### src/rtl/dram_seq_pkg.sv
package dram_seq_pkg;

    typedef enum logic [3:0] {
        S_IDLE,
        S_PRE,
        S_ROW_SU,
        S_ROW_HOLD,
        S_OE_EARLY,
        S_COL_SU,
        S_COL_HOLD,
        S_ACCESS,
        S_FINISH
    } seq_state_e;

    typedef struct packed {
        logic ras_n;
        logic cas_n;
        logic we_n;
        logic oe_n;
        logic dq_drive;
    } strobe_t;

    localparam strobe_t STROBE_QUIET = '{ras_n: 1'b1, cas_n: 1'b1, we_n: 1'b1,
                                         oe_n: 1'b1, dq_drive: 1'b0};

    function automatic int unsigned max2(input int unsigned a, input int unsigned b);
        return (a > b) ? a : b;
    endfunction

endpackage

### src/rtl/dseq_delay_ctr.sv
module dseq_delay_ctr #(
    parameter int unsigned CW = 2
) (
    input  logic          clk,
    input  logic          rst,
    input  logic          load,
    input  logic [CW-1:0] load_val,
    output logic          done
);
    logic [CW-1:0] cnt_q;

    always_ff @(posedge clk) begin
        if (rst)
            cnt_q <= '0;
        else if (load)
            cnt_q <= load_val;
        else if (cnt_q != '0)
            cnt_q <= cnt_q - 1'b1;
    end

    assign done = (cnt_q == '0);
endmodule

### src/rtl/dseq_row_track.sv
module dseq_row_track #(
    parameter int unsigned ROW_W = 5
) (
    input  logic             clk,
    input  logic             rst,
    input  logic             open_set,
    input  logic             open_clr,
    input  logic [ROW_W-1:0] set_row,
    input  logic [ROW_W-1:0] cmp_row,
    output logic             is_open,
    output logic             hit
);
    logic             open_q;
    logic [ROW_W-1:0] row_q;

    always_ff @(posedge clk) begin
        if (rst) begin
            open_q <= 1'b0;
            row_q  <= '0;
        end else if (open_clr) begin
            open_q <= 1'b0;
        end else if (open_set) begin
            open_q <= 1'b1;
            row_q  <= set_row;
        end
    end

    assign is_open = open_q;
    assign hit     = open_q && (row_q == cmp_row);
endmodule

### src/rtl/dseq_ctrl.sv
module dseq_ctrl
    import dram_seq_pkg::*;
#(
    parameter int unsigned ROW_W  = 5,
    parameter int unsigned COL_W  = 5,
    parameter int unsigned MUX_W  = 5,
    parameter int unsigned DATA_W = 8,
    parameter int unsigned CW     = 2,
    parameter int unsigned T_SU   = 1,
    parameter int unsigned T_HOLD = 1,
    parameter int unsigned T_ACC  = 2,
    parameter int unsigned T_PRE  = 2
) (
    input  logic              clk,
    input  logic              rst,
    input  logic              req,
    input  logic              rd_nwr,
    input  logic              oe_early,
    input  logic [ROW_W-1:0]  req_row,
    input  logic [COL_W-1:0]  req_col,
    input  logic [DATA_W-1:0] wdata,
    input  logic              cnt_done,
    output logic              cnt_load,
    output logic [CW-1:0]     cnt_val,
    input  logic              row_open,
    input  logic              row_hit,
    output logic              row_set,
    output logic              row_clr,
    output logic [ROW_W-1:0]  lat_row,
    output strobe_t           strobe,
    output logic [MUX_W-1:0]  bus_a,
    output logic [DATA_W-1:0] dq_out,
    input  logic [DATA_W-1:0] dq_in,
    output logic [DATA_W-1:0] rdata,
    output logic              mfc
);
    seq_state_e        state_q, state_d;
    logic [ROW_W-1:0]  row_q;
    logic [COL_W-1:0]  col_q;
    logic [DATA_W-1:0] wdata_q, rdata_q;
    logic              rd_q, early_q;

    function automatic logic [CW-1:0] dur(input seq_state_e s);
        case (s)
            S_PRE:                 return CW'(T_PRE - 1);
            S_ROW_SU, S_COL_SU:    return CW'(T_SU - 1);
            S_ROW_HOLD, S_COL_HOLD: return CW'(T_HOLD - 1);
            S_ACCESS:              return CW'(T_ACC - 1);
            default:               return '0;
        endcase
    endfunction

    // next-state and side effects
    always_comb begin
        state_d = state_q;
        row_set = 1'b0;
        row_clr = 1'b0;
        unique case (state_q)
            S_IDLE: if (req) begin
                if (row_hit)
                    state_d = (rd_nwr && oe_early) ? S_OE_EARLY : S_COL_SU;
                else if (row_open) begin
                    state_d = S_PRE;
                    row_clr = 1'b1;
                end else
                    state_d = S_ROW_SU;
            end
            S_PRE:      if (cnt_done) state_d = S_ROW_SU;
            S_ROW_SU:   if (cnt_done) begin
                state_d = S_ROW_HOLD;
                row_set = 1'b1;
            end
            S_ROW_HOLD: if (cnt_done) state_d = (rd_q && early_q) ? S_OE_EARLY : S_COL_SU;
            S_OE_EARLY: state_d = S_COL_SU;
            S_COL_SU:   if (cnt_done) state_d = S_COL_HOLD;
            S_COL_HOLD: if (cnt_done) state_d = rd_q ? S_ACCESS : S_FINISH;
            S_ACCESS:   if (cnt_done) state_d = S_FINISH;
            S_FINISH:   state_d = S_IDLE;
            default:    state_d = S_IDLE;
        endcase
        cnt_load = (state_d != state_q);
        cnt_val  = dur(state_d);
    end

    always_ff @(posedge clk) begin
        if (rst) begin
            state_q <= S_IDLE;
            row_q   <= '0;
            col_q   <= '0;
            wdata_q <= '0;
            rd_q    <= 1'b0;
            early_q <= 1'b0;
            rdata_q <= '0;
        end else begin
            state_q <= state_d;
            if (state_q == S_IDLE && req) begin
                row_q   <= req_row;
                col_q   <= req_col;
                wdata_q <= wdata;
                rd_q    <= rd_nwr;
                early_q <= oe_early;
            end
            if (state_q == S_ACCESS && cnt_done)
                rdata_q <= dq_in;
        end
    end

    // strobe and bus decode from the registered state
    always_comb begin
        strobe = STROBE_QUIET;
        bus_a  = '0;
        mfc    = 1'b0;
        unique case (state_q)
            S_IDLE: strobe.ras_n = !row_open;
            S_PRE, S_ROW_SU: bus_a = MUX_W'(row_q);
            S_ROW_HOLD: begin
                strobe.ras_n = 1'b0;
                bus_a        = MUX_W'(row_q);
            end
            S_OE_EARLY: begin
                strobe.ras_n = 1'b0;
                strobe.oe_n  = 1'b0;
                bus_a        = MUX_W'(row_q);
            end
            S_COL_SU, S_COL_HOLD: begin
                strobe.ras_n    = 1'b0;
                strobe.cas_n    = (state_q == S_COL_SU);
                strobe.we_n     = rd_q;
                strobe.dq_drive = !rd_q;
                strobe.oe_n     = !(rd_q && early_q);
                bus_a           = MUX_W'(col_q);
            end
            S_ACCESS: begin
                strobe.ras_n = 1'b0;
                strobe.cas_n = 1'b0;
                strobe.oe_n  = 1'b0;
                bus_a        = MUX_W'(col_q);
            end
            S_FINISH: begin
                strobe.ras_n = 1'b0;
                bus_a        = MUX_W'(col_q);
                mfc          = 1'b1;
            end
            default: strobe = STROBE_QUIET;
        endcase
    end

    assign lat_row = row_q;
    assign dq_out  = wdata_q;
    assign rdata   = rdata_q;
endmodule

### src/rtl/dram_strobe_seq.sv
module dram_strobe_seq
    import dram_seq_pkg::*;
#(
    parameter int unsigned ADDR_W = 10,
    parameter int unsigned ROW_W  = 5,
    parameter int unsigned DATA_W = 8,
    parameter int unsigned T_SU   = 1,
    parameter int unsigned T_HOLD = 1,
    parameter int unsigned T_ACC  = 2,
    parameter int unsigned T_PRE  = 2,
    localparam int unsigned COL_W = ADDR_W - ROW_W,
    localparam int unsigned MUX_W = max2(ROW_W, COL_W)
) (
    input  logic              clk,
    input  logic              rst,
    input  logic              cpu_req,
    input  logic              cpu_rd_nwr,
    input  logic [ADDR_W-1:0] cpu_addr,
    input  logic [DATA_W-1:0] cpu_wdata,
    input  logic              cpu_oe_early,
    output logic              cpu_mfc,
    output logic [DATA_W-1:0] cpu_rdata,
    output logic [MUX_W-1:0]  dram_a,
    output logic              dram_ras_n,
    output logic              dram_cas_n,
    output logic              dram_we_n,
    output logic              dram_oe_n,
    output logic [DATA_W-1:0] dram_dq_out,
    output logic              dram_dq_oe,
    input  logic [DATA_W-1:0] dram_dq_in
);
    localparam int unsigned T_MAX = max2(max2(T_SU, T_HOLD), max2(T_ACC, T_PRE));
    localparam int unsigned CW    = $clog2(T_MAX + 1);

    logic             cnt_load, cnt_done;
    logic [CW-1:0]    cnt_val;
    logic             row_open, row_hit, row_set, row_clr;
    logic [ROW_W-1:0] lat_row;
    strobe_t          strobe;

    dseq_delay_ctr #(.CW(CW)) u_ctr (
        .clk(clk), .rst(rst), .load(cnt_load), .load_val(cnt_val), .done(cnt_done)
    );

    dseq_row_track #(.ROW_W(ROW_W)) u_rows (
        .clk(clk), .rst(rst), .open_set(row_set), .open_clr(row_clr),
        .set_row(lat_row), .cmp_row(cpu_addr[ADDR_W-1:COL_W]),
        .is_open(row_open), .hit(row_hit)
    );

    dseq_ctrl #(
        .ROW_W(ROW_W), .COL_W(COL_W), .MUX_W(MUX_W), .DATA_W(DATA_W), .CW(CW),
        .T_SU(T_SU), .T_HOLD(T_HOLD), .T_ACC(T_ACC), .T_PRE(T_PRE)
    ) u_ctrl (
        .clk(clk), .rst(rst), .req(cpu_req), .rd_nwr(cpu_rd_nwr), .oe_early(cpu_oe_early),
        .req_row(cpu_addr[ADDR_W-1:COL_W]), .req_col(cpu_addr[COL_W-1:0]), .wdata(cpu_wdata),
        .cnt_done(cnt_done), .cnt_load(cnt_load), .cnt_val(cnt_val),
        .row_open(row_open), .row_hit(row_hit), .row_set(row_set), .row_clr(row_clr),
        .lat_row(lat_row), .strobe(strobe), .bus_a(dram_a), .dq_out(dram_dq_out),
        .dq_in(dram_dq_in), .rdata(cpu_rdata), .mfc(cpu_mfc)
    );

    assign dram_ras_n = strobe.ras_n;
    assign dram_cas_n = strobe.cas_n;
    assign dram_we_n  = strobe.we_n;
    assign dram_oe_n  = strobe.oe_n;
    assign dram_dq_oe = strobe.dq_drive;
endmodule

### config.mk
export PLATFORM = sky130hd
export DESIGN_NAME = dram_strobe_seq
export DESIGN_NICKNAME = d
export VERILOG_FILES = /design/src/rtl/dram_seq_pkg.sv /design/src/rtl/dseq_delay_ctr.sv /design/src/rtl/dseq_row_track.sv /design/src/rtl/dseq_ctrl.sv /design/src/rtl/dram_strobe_seq.sv
export SDC_FILE = /design/constraint.sdc
export NUM_CORES = 1
export LEC_CHECK = 0
export ABC_AREA = 1
export BUFFER_PORTS_ARGS = -buffer_cell sky130_fd_sc_hd__buf_2
export CORE_AREA = 2 2 74 76
export DETAILED_ROUTE_END_ITERATION = 6
export DIE_AREA = 0 0 76 78
export PLACE_DENSITY_LB_ADDON = 0.3
export SLEW_MARGIN = 20
export SYNTH_ARGS = -nofsm -noshare
export SYNTH_HDL_FRONTEND = slang
export SYNTH_SLANG_ARGS = --single-unit
### constraint.sdc
create_clock -name clk -period 1.7 [get_ports clk]
set_clock_uncertainty 0.05 [all_clocks]
set_input_delay 0.255 -clock clk [delete_from_list [all_inputs] [get_ports clk]]
set_output_delay 0.255 -clock clk [all_outputs]
set_load 0.005 [all_outputs]
; ---- Yosys cells after proc, flatten, opt, wreduce, memory -nomap -nowiden
; Index checks and enable logic that the tools add are counted.
[classes]
bitwise_logic = 1
eq_ne = 12
n_addsub = 1
mux = 29
reduce_logical = 20
[op_table]
columns = cell, count
row1 = $mux 4, 9
row2 = $pmux 4 s8, 1
row3 = $eq 4x3->1 const B, 5
row4 = $mux 1, 12
row5 = $pmux 5 s2, 1
row6 = $eq 4x1->1 const B, 2
row7 = $eq 4x2->1 const B, 2
row8 = $reduce_or 2->1, 4
row9 = $reduce_or 4->1, 2
row10 = $mux 2, 3
row11 = $pmux 1 s2, 3
row12 = $reduce_or 6->1, 1
row13 = $eq 5x5->1, 1
row14 = $logic_and 1x1->1, 5
row15 = $eq 4x4->1 const B, 1
row16 = $logic_not 4->1, 1
row17 = $ne 4x4->1, 1
row18 = $reduce_bool 2->1, 2
row19 = $logic_not 1->1, 3
row20 = $logic_not 2->1, 1
row21 = $reduce_and 2->1, 1
row22 = $sub 2x1->2 const B, 1
row23 = $not 1->1, 1
[totals]
register_bits = 40
output_inout_bits = 27
input_bits = 31

; ---- Longest topological paths before layout
[depth]
ltp_word = 9
ltp_mapped = 15

; ---- Modules after synthesis
; From an unflattened synthesis, not the netlist that was laid out.
[hier_totals]
cells_unflattened = 303
hier_area_um2 = 2047.0
[by_module_without_submodules]
columns = mod, n_inst, cells_each, area_each_um2
row1 = dseq_ctrl, 1, 233, 1619.1
row2 = dseq_row_track, 1, 53, 314.1
row3 = dseq_delay_ctr, 1, 17, 113.9

; ---- Worst setup path before layout
; Ideal clock, no wire load.
[synth_timing]
path_type = register -> register
start = reg u_ctr.cnt_q[0]
end = reg u_ctr.cnt_q[0]
arrival_time_ps = 1480
period_less_slack_ps = 1642
required_ps = 1537
stages_incl_launch_ff = 14
setup_slack_ps = 58
setup_ps = 113
cell_sequence = dfxtp_1 -> inv_1 -> ha_1 -> buf_4 -> inv_2 -> nand2_1 -> nand2_1 -> nor2_1 -> nor3_4 -> nand3_2 -> nand2_1 -> nand3_2 -> nor2_1 -> nor2_1
[synth_between]
elab_chain_len = 7
elab_cells_between_ends = 18
[synth_lines]
columns = item, line_no
row1 = start: declaration, dseq_delay_ctr.sv:10  ; logic [CW-1:0] cnt_q;
row2 = start signal: assignment, dseq_delay_ctr.sv:16  ; cnt_q <= load_val;
row3 = start signal: assignment, dseq_delay_ctr.sv:18  ; cnt_q <= cnt_q - 1'b1;
row4 = $logic_not 2->1, dseq_delay_ctr.sv:21  ; assign done = (cnt_q == '0);
row5 = $mux 4 (tied with other cells), dseq_ctrl.sv:77  ; S_ACCESS: if (cnt_done) state_d = S_FINISH;
row6 = $pmux 4 s8, dseq_ctrl.sv:58  ; unique case (state_q)
row7 = $eq 4x1->1 or $eq 4x3->1 (tied branches), dseq_ctrl.sv:44  ; case (s)
row8 = $reduce_or 2->1 (no source line), --
row9 = $mux 1, dseq_ctrl.sv:44
row10 = $mux 2, dseq_delay_ctr.sv:15  ; else if (load)
; Several ways; a longest one is shown, not always the timed one. The select of a mux whose other input is x is not followed.
; A chain may end at the register's enable or synchronous reset.

; ---- Worst setup path in the final report
[layout_timing]
start = reg u_ctrl.state_q[3]
end = out dram_a[1]
[layout_between]
elab_chain_len = 3
elab_cells_between_ends = 11
[layout_lines]
columns = item, line_no
row1 = start: declaration, dseq_ctrl.sv:37  ; seq_state_e state_q, state_d;
row2 = start signal: assignment, dseq_ctrl.sv:95  ; state_q <= state_d;
row3 = $eq 4x3->1 (tied with other cells), dseq_ctrl.sv:113  ; unique case (state_q)
row4 = $reduce_or 4->1 (no source line), --
row5 = $pmux 5 s2 (*), dseq_ctrl.sv:113
row6 = end: declaration, dram_strobe_seq.sv:23  ; output logic [MUX_W-1:0] dram_a,
; Every way passes the cells marked *; elsewhere a longest branch is shown, timed or not.

==> qor.csv <==
metric,value,unit
wl_per_cell,12.0,um
die_width,76,um
ys_ff_latch,40,
peakVddDrop,745,uV
finalPower,4.39,mW
cts_tree,done,
antenna_left,0,
max_cap_viol_count,0,
setup_viol,8,
tightest_slew,0.379,ns
path_cells,buf_6 > inv_6 > nor3_4 > a21oi_4 > buf_6 > o22ai_2 > buf_2,
io_buffers,57,
first_global_vias,1957,
clk_latency,0.29,ns
crit_start,u_ctrl.state_q[3],
overflow,0,
synth_cells,282,
arrival,1.50,ns
clkSinkCount,40,
crit-reg2reg-launch,u_ctr.cnt_q[1],
grtUsageTotal,0.182,
synth_cell_types,30,
core,0.00504,mm^2
nets,410,
slew_viol_final,0,
initial_core_util,0.393,
endpoint_kind,output port,
routed_wl,5.40,mm
rows,26,
ys_seq_area_frac,0.404,
syn_nets,314,
status,"finished, violations left",
cpPeakStageDelay,0.40,ns
first_pass_iters,5,
cts-htree-levels,2,
syn_avg_cell_area,7.03,um^2
slowest_stage,dfxtp_4,
rsz0062_at_grt,true,
min_period,1.81,ns
area_delta_synth_final,48.4,%
hp-class,in -> reg,
p_leak,1.39,nW
hold_viol_final,0,
dpl.hpwl,3.74,mm
layout_setup_ws,-0.105,ns
die-area,0.00593,mm^2
ys_warn_count,0,
drive_above_1_share,0.430,
path_class,reg -> out,
numCtsBuffers,5,
slew_headroom,0.746,
die_y,78,um
syn_area,0.00198,mm^2
violations,negative setup slack,
grt_pass1_wl,8.69,mm
cp.required,1.39,ns
globalplace.congestion,0.858,
antenna_found_initial,0,
cts_buffer_depth,2,
grt_start_max_net_pins,33,
p_per_area,1490,mW/mm^2
final.period_utilization,1.06,
via_per_inst,4.74,
diodes,0,
num_io_pins,58,
route.vias.total,2128,
cp-start-kind,flip-flop,
clkTransAtPathRegs,0.08,ns
crit_path_max_fanout,5,
worst_hold_slack,0.151,ns
fmax,554,MHz
crit_top_cell,buf_6,
drcViolationCount,0,
drt_iter0_markers,73,
min_from,cpu_wdata[6],
root_buffer,clkbuf_8,
[flip-flops by register name, summed over array words and instances, names as in the netlist]
name            cells
u_ctr.cnt_q         2
u_ctrl.rdata        8
u_ctrl.rd_q         1
u_ctrl.early_q      1
u_ctrl.col_q        5
u_ctrl.lat_row      5
u_ctrl.dq_out       8
u_rows.is_open      1
u_rows.row_q        5
u_ctrl.state_q      4
[cells in the final DEF, fill, tap and decap left out, types with 5 or more instances in the layout]
| master | instances |
|---|---|
| buf_2 | 56 |
| nand2_1 | 53 |
| dfxtp_1 | 34 |
| buf_4 | 31 |
| a21oi_1 | 29 |
| nor2_1 | 29 |
| inv_1 | 26 |
| o21ai_0 | 26 |
| buf_6 | 10 |
| inv_2 | 8 |
| nand2_2 | 8 |
| nor2_4 | 7 |
| nand3_1 | 7 |
| clkbuf_8 | 5 |
[critical path: cells and delay by family (launching register included)]
| kind | cells | cell delay (ns) |
|---|---|---|
| AO/OA/AOI/OAI | 2 | 0.15 |
| flip-flops | 1 | 0.40 |
| AND/OR/NAND/NOR | 1 | 0.24 |
| buffers and inverters | 4 | 0.43 |
[report_power, final]
| part | switching, mW | internal [mW] |
|---|---|---|
| sequential | 0.124 | 1.17 |
| clock | 0.339 | 0.436 |
| combinational | 1.26 | 1.07 |
| total | 1.72 | 2.67 |
[cell usage after synthesis]
master / number / area [um^2]
buf_4: 1 / 7.51
clkbuf_1: 6 / 22.5
o22ai_1: 5 / 31.3
nor3_1: 2 / 10.0
a21boi_0: 1 / 7.51
ha_1: 1 / 12.5
a31oi_1: 1 / 6.26
clkinv_1: 1 / 3.75
nand3_2: 4 / 40.0
nand2_4: 1 / 11.3
o21ai_0: 29 / 145
inv_2: 4 / 15.0
dfxtp_1: 40 / 801
nor2_2: 5 / 31.3
clkbuf_2: 1 / 5.00
inv_1: 32 / 120
xnor2_1: 2 / 17.5
nand4_2: 1 / 12.5
nor3_4: 1 / 16.3
nand3_1: 9 / 45.0
a21oi_1: 30 / 150
nand2_1: 56 / 210
o21ai_1: 1 / 5.00
nor2_1: 31 / 116
nand4_1: 3 / 18.8
buf_6: 1 / 11.3
nand3_4: 1 / 17.5
o21ai_2: 1 / 8.76
nand2_2: 8 / 50.1
nor2_4: 3 / 33.8
[layer usage]
| layer | share of wire | global-route usage | wire length (um) | vias to the layer above |
|---|---|---|---|---|
| li1 | - | - | - | 1097 |
| met1 | 0.44 | 0.220 | 2400 | 959 |
| met2 | 0.49 | 0.321 | 2640 | 66 |
| met3 | 0.057 | 0.0419 | 305 | 6 |
| met4 | 0.0098 | 0.0618 | 53 | 0 |
| met5 | 0 | 0 | 0 | - |
[layout make-up]
cell class / instances / area [um^2]
timing repair buffer: 98 / 646
tap: 70 / 87.6
clock inverter: 2 / 35.0
sequential: 40 / 813
fill: 481 / 2100
clock buffer: 6 / 72.6
inverter: 37 / 146
multi-input combinational: 196 / 1140
[logic make-up after synthesis]
logic type | share of synthesized area
simple gates | 0.309
compound gates | 0.179
buf+inv | 0.0934
flops | 0.404
xor+xnor | 0.00883
fa+ha+maj | 0.00631
[through the flow]
stage	util	worst slack (ns)	instances	instance area, um^2	setup TNS (ns)
4_1_cts	0.551	-0.0548	442	2780	-0.270
3_5_place_dp	0.504	-0.195	429	2540	-0.773
3_3_place_gp	0.504	-0.169	429	2540	-0.454
2_1_floorplan	-	0.0577	282	1980	0
5_1_grt	0.584	-0.185	449	2940	-1.25
6_report	0.584	-0.105	449	2940	-0.619
[worst paths after layout]
| kind | cells after the start | to | slack, ns |
|---|---|---|---|
| min reg2reg | 2 | u_ctrl.col_q[3] | 0.40 |
| max reg2reg | 13 | u_ctr.cnt_q[0] | -0.08 |
| max | 7 | dram_a[1] | -0.11 |
| min | 3 | u_ctrl.dq_out[6] | 0.15 |
[what timing repair did]
item | 4_1_cts | 5_1_grt
pin swaps | 4 | 13
gates resized for setup | 30 | 32
hold buffers | 0 | 0
setup buffers | 6 | 7
setup endpoints to repair | 12 | 11
(Power assumes the default switching activity.)
